**config.mk**
```make
export PLATFORM = sky130hd
export DESIGN_NAME = simd_gt_mask
export DESIGN_NICKNAME = d
export VERILOG_FILES = /design/src/rtl/simd_gt_mask.sv
export SDC_FILE = /design/constraint.sdc
export NUM_CORES = 1
export LEC_CHECK = 0
export ABC_CLOCK_PERIOD_IN_PS = 4700
export BUFFER_PORTS_ARGS = -buffer_cell sky130_fd_sc_hd__buf_2
export CAP_MARGIN = 20
export CELL_PAD_IN_SITES_DETAIL_PLACEMENT = 1
export CELL_PAD_IN_SITES_GLOBAL_PLACEMENT = 1
export CORE_AREA = 2 2 305 307
export DETAILED_ROUTE_END_ITERATION = 8
export DIE_AREA = 0 0 307 309
export PLACE_DENSITY_LB_ADDON = 0.25
export SLEW_MARGIN = 10
export SYNTH_ARGS = -nofsm -noshare
export SYNTH_HDL_FRONTEND = slang
export SYNTH_SLANG_ARGS = --single-unit
```
**constraint.sdc**
```tcl
create_clock -name clk -period 4.7 [get_ports clk]
set_input_delay 0.47 -clock clk [delete_from_list [all_inputs] [get_ports clk]]
set_output_delay 0.47 -clock clk [all_outputs]
set_load 0.01 [all_outputs]
```
**src/rtl/simd_gt_mask.sv**
```systemverilog
module simd_gt_mask #(
  parameter int DATA_W = 256
) (
  input  logic              clk,
  input  logic              rst,
  input  logic              in_valid,
  output logic              in_ready,
  input  logic [1:0]        lane_sz,
  input  logic [DATA_W-1:0] a,
  input  logic [DATA_W-1:0] b,
  output logic              out_valid,
  input  logic              out_ready,
  output logic [DATA_W-1:0] mask
);
  localparam int NB = DATA_W / 8;
  localparam int LV = 4;

  // per level: signed greater, unsigned greater, equal flags
  logic [LV-1:0][NB-1:0] gs, gu, eq;
  logic [DATA_W-1:0]     m_comb;
  logic                  take;

  genvar j, k;
  generate
    for (j = 0; j < NB; j++) begin : g_byte
      assign gs[0][j] = $signed(a[8*j +: 8]) > $signed(b[8*j +: 8]);
      assign gu[0][j] = a[8*j +: 8] > b[8*j +: 8];
      assign eq[0][j] = a[8*j +: 8] == b[8*j +: 8];
    end
    for (k = 1; k < LV; k++) begin : g_lvl
      for (j = 0; j < NB; j++) begin : g_pair
        if (j < (NB >> k)) begin : g_live
          assign gs[k][j] = gs[k-1][2*j+1] | (eq[k-1][2*j+1] & gu[k-1][2*j]);
          assign gu[k][j] = gu[k-1][2*j+1] | (eq[k-1][2*j+1] & gu[k-1][2*j]);
          assign eq[k][j] = eq[k-1][2*j+1] & eq[k-1][2*j];
        end else begin : g_idle
          assign gs[k][j] = 1'b0;
          assign gu[k][j] = 1'b0;
          assign eq[k][j] = 1'b0;
        end
      end
    end
  endgenerate

  always_comb begin
    for (int i = 0; i < NB; i++)
      m_comb[8*i +: 8] = {8{gs[lane_sz][i >> lane_sz]}};
  end

  assign in_ready = !out_valid || out_ready;
  assign take     = in_valid && in_ready;

  always_ff @(posedge clk) begin
    if (rst) begin
      out_valid <= 1'b0;
    end else if (take) begin
      out_valid <= 1'b1;
      mask      <= m_comb;
    end else if (out_ready) begin
      out_valid <= 1'b0;
    end
  end


  reset_clear_chk: assert property (@(posedge clk) rst |=> !out_valid);


  accept_valid_chk: assert property (@(posedge clk) disable iff (rst)
    take |=> out_valid);


  stall_hold_chk: assert property (@(posedge clk) disable iff (rst)
    (out_valid && !out_ready && !take) |=> (out_valid && $stable(mask)));


  stall_block_chk: assert property (@(posedge clk) disable iff (rst)
    (out_valid && !out_ready) |-> !in_ready);


  equal_zero_chk: assert property (@(posedge clk) disable iff (rst)
    (take && a == b) |=> (mask == '0));


  ready_pass_chk: assert property (@(posedge clk) disable iff (rst)
    out_ready |-> in_ready);
endmodule

```
==> impl_metrics.csv, run 1 <==
group,metric,value,unit
placement,dpl.hpwl,63300,um
timing,worst_pin_slew,1.00,ns
worst_hold_path,hold_class,"input port to register",
clock_network,cts.sinks,33,
drt,wl,71000,um
logic_synthesis,postSynthAreaPerCell,7.54,sq um
logic_synthesis,synth-seq-area-share,7.35,%
drt,drt_iter0_drc,507,
timing,period_share,82.9,%
die,die_area,94900,sq um
timing,setup_tns,0,ns
drt,via_per_inst,4.19,
logic_synthesis,synth_top_area_cell,"ha_1",
die,chipHeight,309,um
critical_path,reg2reg_slack,3.27,ns
layout,drive_gt1_share,38.3,%
global_route,antenna_found_initial,22,
logic_synthesis,synth_nets,2552,
critical_path,required,4.74,ns
logic_synthesis,ys_seq_elements,33,
placement,portBuffers,775,
global_route,use_met3,1.92,%
die,rows,111,
drt,ant_nets,0,
timing,period_needed,3.90,ns
critical_path,start_kind,"input port",
clock_network,clk_path_buf_depth,2,
clock_network,hold_buffers,0,
critical_path,slowest_stage,"a311oi_1",
critical_path,cp_slowest_stage_delay,0.72,ns
logic_synthesis,async_reset_ff_share,0,%
outcome,status,"finished clean",
worst_hold_path,hold_start,"rst",
logic_synthesis,synth_area,13300,sq um
power,power,2.56,mW
power,power.leakage,9.21,nW
layout,final_common_cell,"buf_2",
critical_path,endpoint_kind,"register",
logic_synthesis,synth-edff-count,32,
critical_path,critical_path_class,"input port to register",
clock_network,clk_pin_slew,0.07,ns
die,die_x,307,um
power,power_density,147,nW/um^2
layout,nets,3110,
critical_path,r2r_end,"mask[31]",
die,core,91400,sq um
global_route,grt_max_degree,42,
drt,wl_per_cell,20.1,um
critical_path,reg2reg_from,"out_valid",
clock_network,clk_latency,0.30,ns
drt,drt_pass1_iterations,5,
layout,design_area,17400,sq um
global_route,grt-busiest-layer,"met2",
timing,rsz0062_at_grt,"no",
critical_path,worstPathCellList,"buf_2 -> inv_1 -> ha_1 -> nand4_2 -> nor3_1 -> nor4_1 -> a311oi_1 -> o311ai_1 -> o311ai_2 -> and2_4 -> mux2i_1 -> mux4_2",
job,maxCapViolations,0,
clock_network,htree_levels,2,
logic_synthesis,yosysWarnings,0,
layout,utilization,19.0,%
layout,area_growth,30.3,%
global_route,grt_pass1_wl,99100,um
timing,slew_headroom,31.6,%
drt,vias,14800,
layout,layout_common_cells,"buf_2, inv_1, ha_1",
worst_hold_path,min_to,"out_valid",
critical_path,crit_fanout,12,
clock_network,cts_made_buffers,5,
logic_synthesis,ys.flop_type,"edfxtp_1",
global_route,gr-usage-all-layers,14.1,%
placement,place_congestion,0.822,
clock_network,post_cts_buffers,0,
drt,drc_errors,0,
clock_network,cts_resized,0,
logic_synthesis,synth_cell_types,97,
worst_hold_path,holdPathStages,2,
logic_synthesis,synth_top_area_share,24.7,%
placement,place_area,17200,sq um
die,boundaryPins,776,
timing,fmax,257,MHz
critical_path,arrival,3.93,ns
timing,hold_violations,0,
die,start_util,14.6,%
global_route,grt_pass1_vias,15300,
global_route,grt_util_met2,26.8,%
power,ir_drop,0.118,mV
timing,fin_worst_skew,0.0115,ns
global_route,use_met1,16.8,%
clock_network,ctsRootBufferMaster,"clkbuf_16",
logic_synthesis,netlist_top_cells_area,"ha_1, buf_4, inv_1, edfxtp_1, a21oi_1",
clock_network,cts_tree,"built",
global_route,globalRouteOverflowTotal,0,
critical_path,r2r_cells,3,
timing,slew_violations,0,
timing,finalSetupViolCount,0,
logic_synthesis,synthCells,1771,
==> area by class of cell <==
cell class,instances,area [sq um]
multi-input combinational,1173,9410
tap,1186,1480
clock inverter,3,41.3
fill,11400,74000
antenna,11,27.5
clock buffer,5,125
timing repair buffer,819,4210
inverter,297,1110
sequential,33,981
==> where the power goes <==
group / switching (mW) / internal [mW] / total (mW)
sequential: 0.0484 / 0.361 / 0.409
clock: 0.145 / 0.249 / 0.394
combinational: 1.01 / 0.750 / 1.76
total: 1.20 / 1.36 / 2.56
==> flip-flops by register name, indices dropped and copies added (netlist names) <==
signal,cells
out_valid,1
mask,32
==> cells in the mapped netlist, types with 10 or more instances <==
master     number
ha_1          263
a21o_1         30
or2_2          11
a31oi_1        23
inv_1         290
o31ai_1        11
nand3_1        27
o21bai_1       10
nor2_1         93
clkbuf_1       41
a211oi_1       22
nand2_1        74
mux2i_1        18
nand4_1        53
nand2b_1       19
a21oi_1       123
mux4_2         22
o21ai_0        52
nor3_1         20
buf_4         224
edfxtp_1       32
nor2b_1        42
and3_1         14
a211o_1        10
a311oi_1       12
o211ai_1       37
a2111oi_0      11
==> per-layer routing <==
metal  vias to the layer above  wire, um  share of wire [%]
li1                       7272         -                  -
met1                      6939     29100                 41
met2                       485     37000                 52
met3                        66      3570                5.0
met4                        16      1220                1.7
met5                         -       101               0.14
==> worst max-delay path by stage <==
stage | start | endpoint | slack (ns)
floorplan | out_ready | mask[103] | 1.32
global placement | b[129] | mask[239] | 0.40
detailed placement | b[135] | mask[239] | 0.40
CTS | b[135] | mask[239] | 0.74
global route | b[105] | mask[103] | 0.56
finish | b[127] | mask[63] | 0.80
==> per-stage QoR <==
step	worst slack (ns)	instances	hold slack [ns]
finish	0.803	3527	0.345
global route	0.563	3525	0.335
CTS	0.738	3516	0.315
detailed placement	0.399	3508	0.622
global placement	0.401	3508	0.627
floorplan	1.32	1771	0.542
==> critical path, delay by kind of cell <==
family / cells / cell delay, ns
buffers and inverters: 2 / 0.10
muxes: 2 / 0.61
and+or+nand+nor: 4 / 1.08
AOI/OAI and AO/OA: 3 / 1.34
adders and majority gates: 1 / 0.32
==> logic make-up (layout without fill, tap and decap cells) <==
group | after synthesis | after routing | synth area share (%)
flops | 33 | 33 | 7.35
xor+xnor | 1 | 1 | 0.0656
fa+ha+maj | 263 | 263 | 24.7
buf+inv | 565 | 1124 | 22.3
mux | 42 | 42 | 5.34
compound gates | 459 | 459 | 24.0
other cells | 0 | 11 | 0
simple gates | 408 | 408 | 16.3
No activity file was read; power rests on OpenSTA's default activity.
==> run 2, diff against run 1 <==
--- a/config.mk
+++ b/config.mk
@@ -5,7 +5,7 @@
 export SDC_FILE = /design/constraint.sdc
 export NUM_CORES = 1
 export LEC_CHECK = 0
-export ABC_CLOCK_PERIOD_IN_PS = 4700
+export ABC_CLOCK_PERIOD_IN_PS = 4050
 export BUFFER_PORTS_ARGS = -buffer_cell sky130_fd_sc_hd__buf_2
 export CAP_MARGIN = 20
 export CELL_PAD_IN_SITES_DETAIL_PLACEMENT = 1
==> constraint.sdc (replaced) <==
create_clock -name clk -period 4.05 [get_ports clk]
set_input_delay 0.405 -clock clk [delete_from_list [all_inputs] [get_ports clk]]
set_output_delay 0.405 -clock clk [all_outputs]
set_load 0.01 [all_outputs]
==> impl_metrics.csv, run 2 (synthesis gave the netlist of run 1 again) <==
group,metric,value,unit
power,p_clk_share,12.8,%
critical_path,critical_path_class,"input port to register",
drt,wl,71600,um
global_route,antenna_found_initial,29,
die,boundaryPins,776,
drt,wl_per_cell,20.1,um
drt,vias,14900,
layout,final_common_cell,"buf_2",
layout,top_regs,"mask: 32 flops, out_valid: 1 flops",
placement,dp_cells,3538,
placement,place_congestion,0.840,
die,rows,111,
outcome,status,"finished clean",
global_route,grt_max_degree,42,
die,core,91400,sq um
job,maxCapViolations,0,
power,power_density,168,nW/um^2
worst_hold_path,hold_class,"input port to register",
placement,dpl.hpwl,64000,um
global_route,globalRouteOverflowTotal,0,
power,internal-power,1.55,mW
clock_network,htree_levels,2,
timing,period_needed,3.75,ns
critical_path,start_kind,"input port",
timing,worst_pin_slew,1.06,ns
layout,nets,3140,
clock_network,hold_buffers,0,
timing,slew_violations,0,
timing,finalSetupViolCount,0,
clock_network,cts_tree,"built",
placement,pre_cts_slack,-0.174,ns
clock_network,clk_pin_slew,0.06,ns
timing,period_share,92.7,%
power,p_switching,1.42,mW
die,die_x,307,um
layout,drive_gt1_share,39.2,%
critical_path,arrival,3.76,ns
clock_network,ctsRootBufferMaster,"clkbuf_16",
layout,top_register,"mask",
drt,drc_errors,0,
layout,layout_common_cells,"buf_2, inv_1, ha_1",
die,die_area,94900,sq um
global_route,gr-usage-all-layers,14.2,%
critical_path,crit_fanout,7,
drt,drt_iter0_drc,494,
timing,slew_headroom,28.8,%
clock_network,clk_latency,0.29,ns
global_route,grt_pass1_vias,15300,
timing,hold_violations,0,
clock_network,cts_made_buffers,5,
drt,ant_nets,0,
power,netSwitchingFraction,47.7,%
clock_network,cts.sinks,33,
timing,fin_worst_skew,0.00354,ns
timing,rsz0062_at_grt,"no",
power,pwr-share-seq,15.9,%
drt,drt_pass1_iterations,5,
die,start_util,14.6,%
critical_path,endpoint_kind,"register",
drt,via_per_inst,4.19,
critical_path,required,4.06,ns
timing,fmax,266,MHz
layout,area_growth,32.1,%
layout,largest_reg_flops,32,
die,chipHeight,309,um
power,ir_drop,0.158,mV
timing,worst_slack,0.297,ns
power,pwr-share-comb,71.2,%
clock_network,clk_path_buf_depth,2,
power,power.leakage,9.36,nW
global_route,grt_pass1_wl,100000,um
layout,utilization,19.3,%
placement,portBuffers,775,
layout,final-instance-count-excl-fill,3564,
[run 2: stage by stage]
stage | area [sq um] | power, mW | setup TNS, ns | hold WS (ns)
after floorplan | 13300 | 1.77 | 0 | 0.477
after global placement | 17400 | 2.63 | -0.714 | 0.604
after detailed placement | 17400 | 2.62 | -0.450 | 0.603
after CTS | 17600 | 3.04 | 0 | 0.276
after global routing | 17600 | 3.25 | 0 | 0.287
final | 17600 | 2.97 | 0 | 0.295
[run 2: repair_timing]
item                                    4_1_cts  5_1_grt
buffers inserted                              0        0
resized for setup                             0        2
endpoints found under the setup margin        0        3
[run 2: power groups by stage]
stage | sequential (mW) | clock [mW] | combinational (mW)
3_5_place_dp | 0.485 | 0 | 2.14
4_1_cts | 0.478 | 0.415 | 2.15
5_1_grt | 0.481 | 0.424 | 2.35
6_report | 0.472 | 0.382 | 2.12
2_1_floorplan | 0.474 | 0 | 1.30
3_3_place_gp | 0.484 | 0 | 2.14
[run 2: critical path, stage by stage]
cell and delay (ns):
buf_2 0.10, ha_1 0.30, and3_1 0.21, a221oi_1 0.38
nor2b_1 0.11, a2111oi_0 0.40, buf_4 0.19, o31ai_1 0.21
o2bb2ai_2 0.24, nor2_1 0.54, o41ai_1 0.15, a311oi_1 0.32
o22ai_1 0.21
[run 2: final cells by class]
cell class | count | area [sq um]
Antenna cell | 18 | 45.0
Timing Repair Buffer | 849 | 4450
Clock buffer | 5 | 125
Clock inverter | 3 | 12.5
Tap cell | 1186 | 1480
Inverter | 297 | 1110
Sequential cell | 33 | 981
Fill cell | 11300 | 73800
Multi-Input combinational cell | 1173 | 9420
[run 2: worst paths after layout]
path                                  end  cells after the start      start  slack [ns]
worst max-delay path             mask[87]                     13     a[107]        0.30
worst min-delay path            out_valid                      2        rst        0.30
worst max register to register   mask[71]                      3  out_valid        2.59
worst min register to register  out_valid                      3  out_valid        0.63
[run 2: per-layer routing]
layer	part of all wire, %	track usage (%)	up-vias	routed length [um]
li1	-	-	7356	-
met5	0.16	0	-	115
met2	52	26.4	485	36900
met4	1.7	3.40	18	1200
met3	5.0	2.32	62	3550
met1	42	17.0	7027	29800
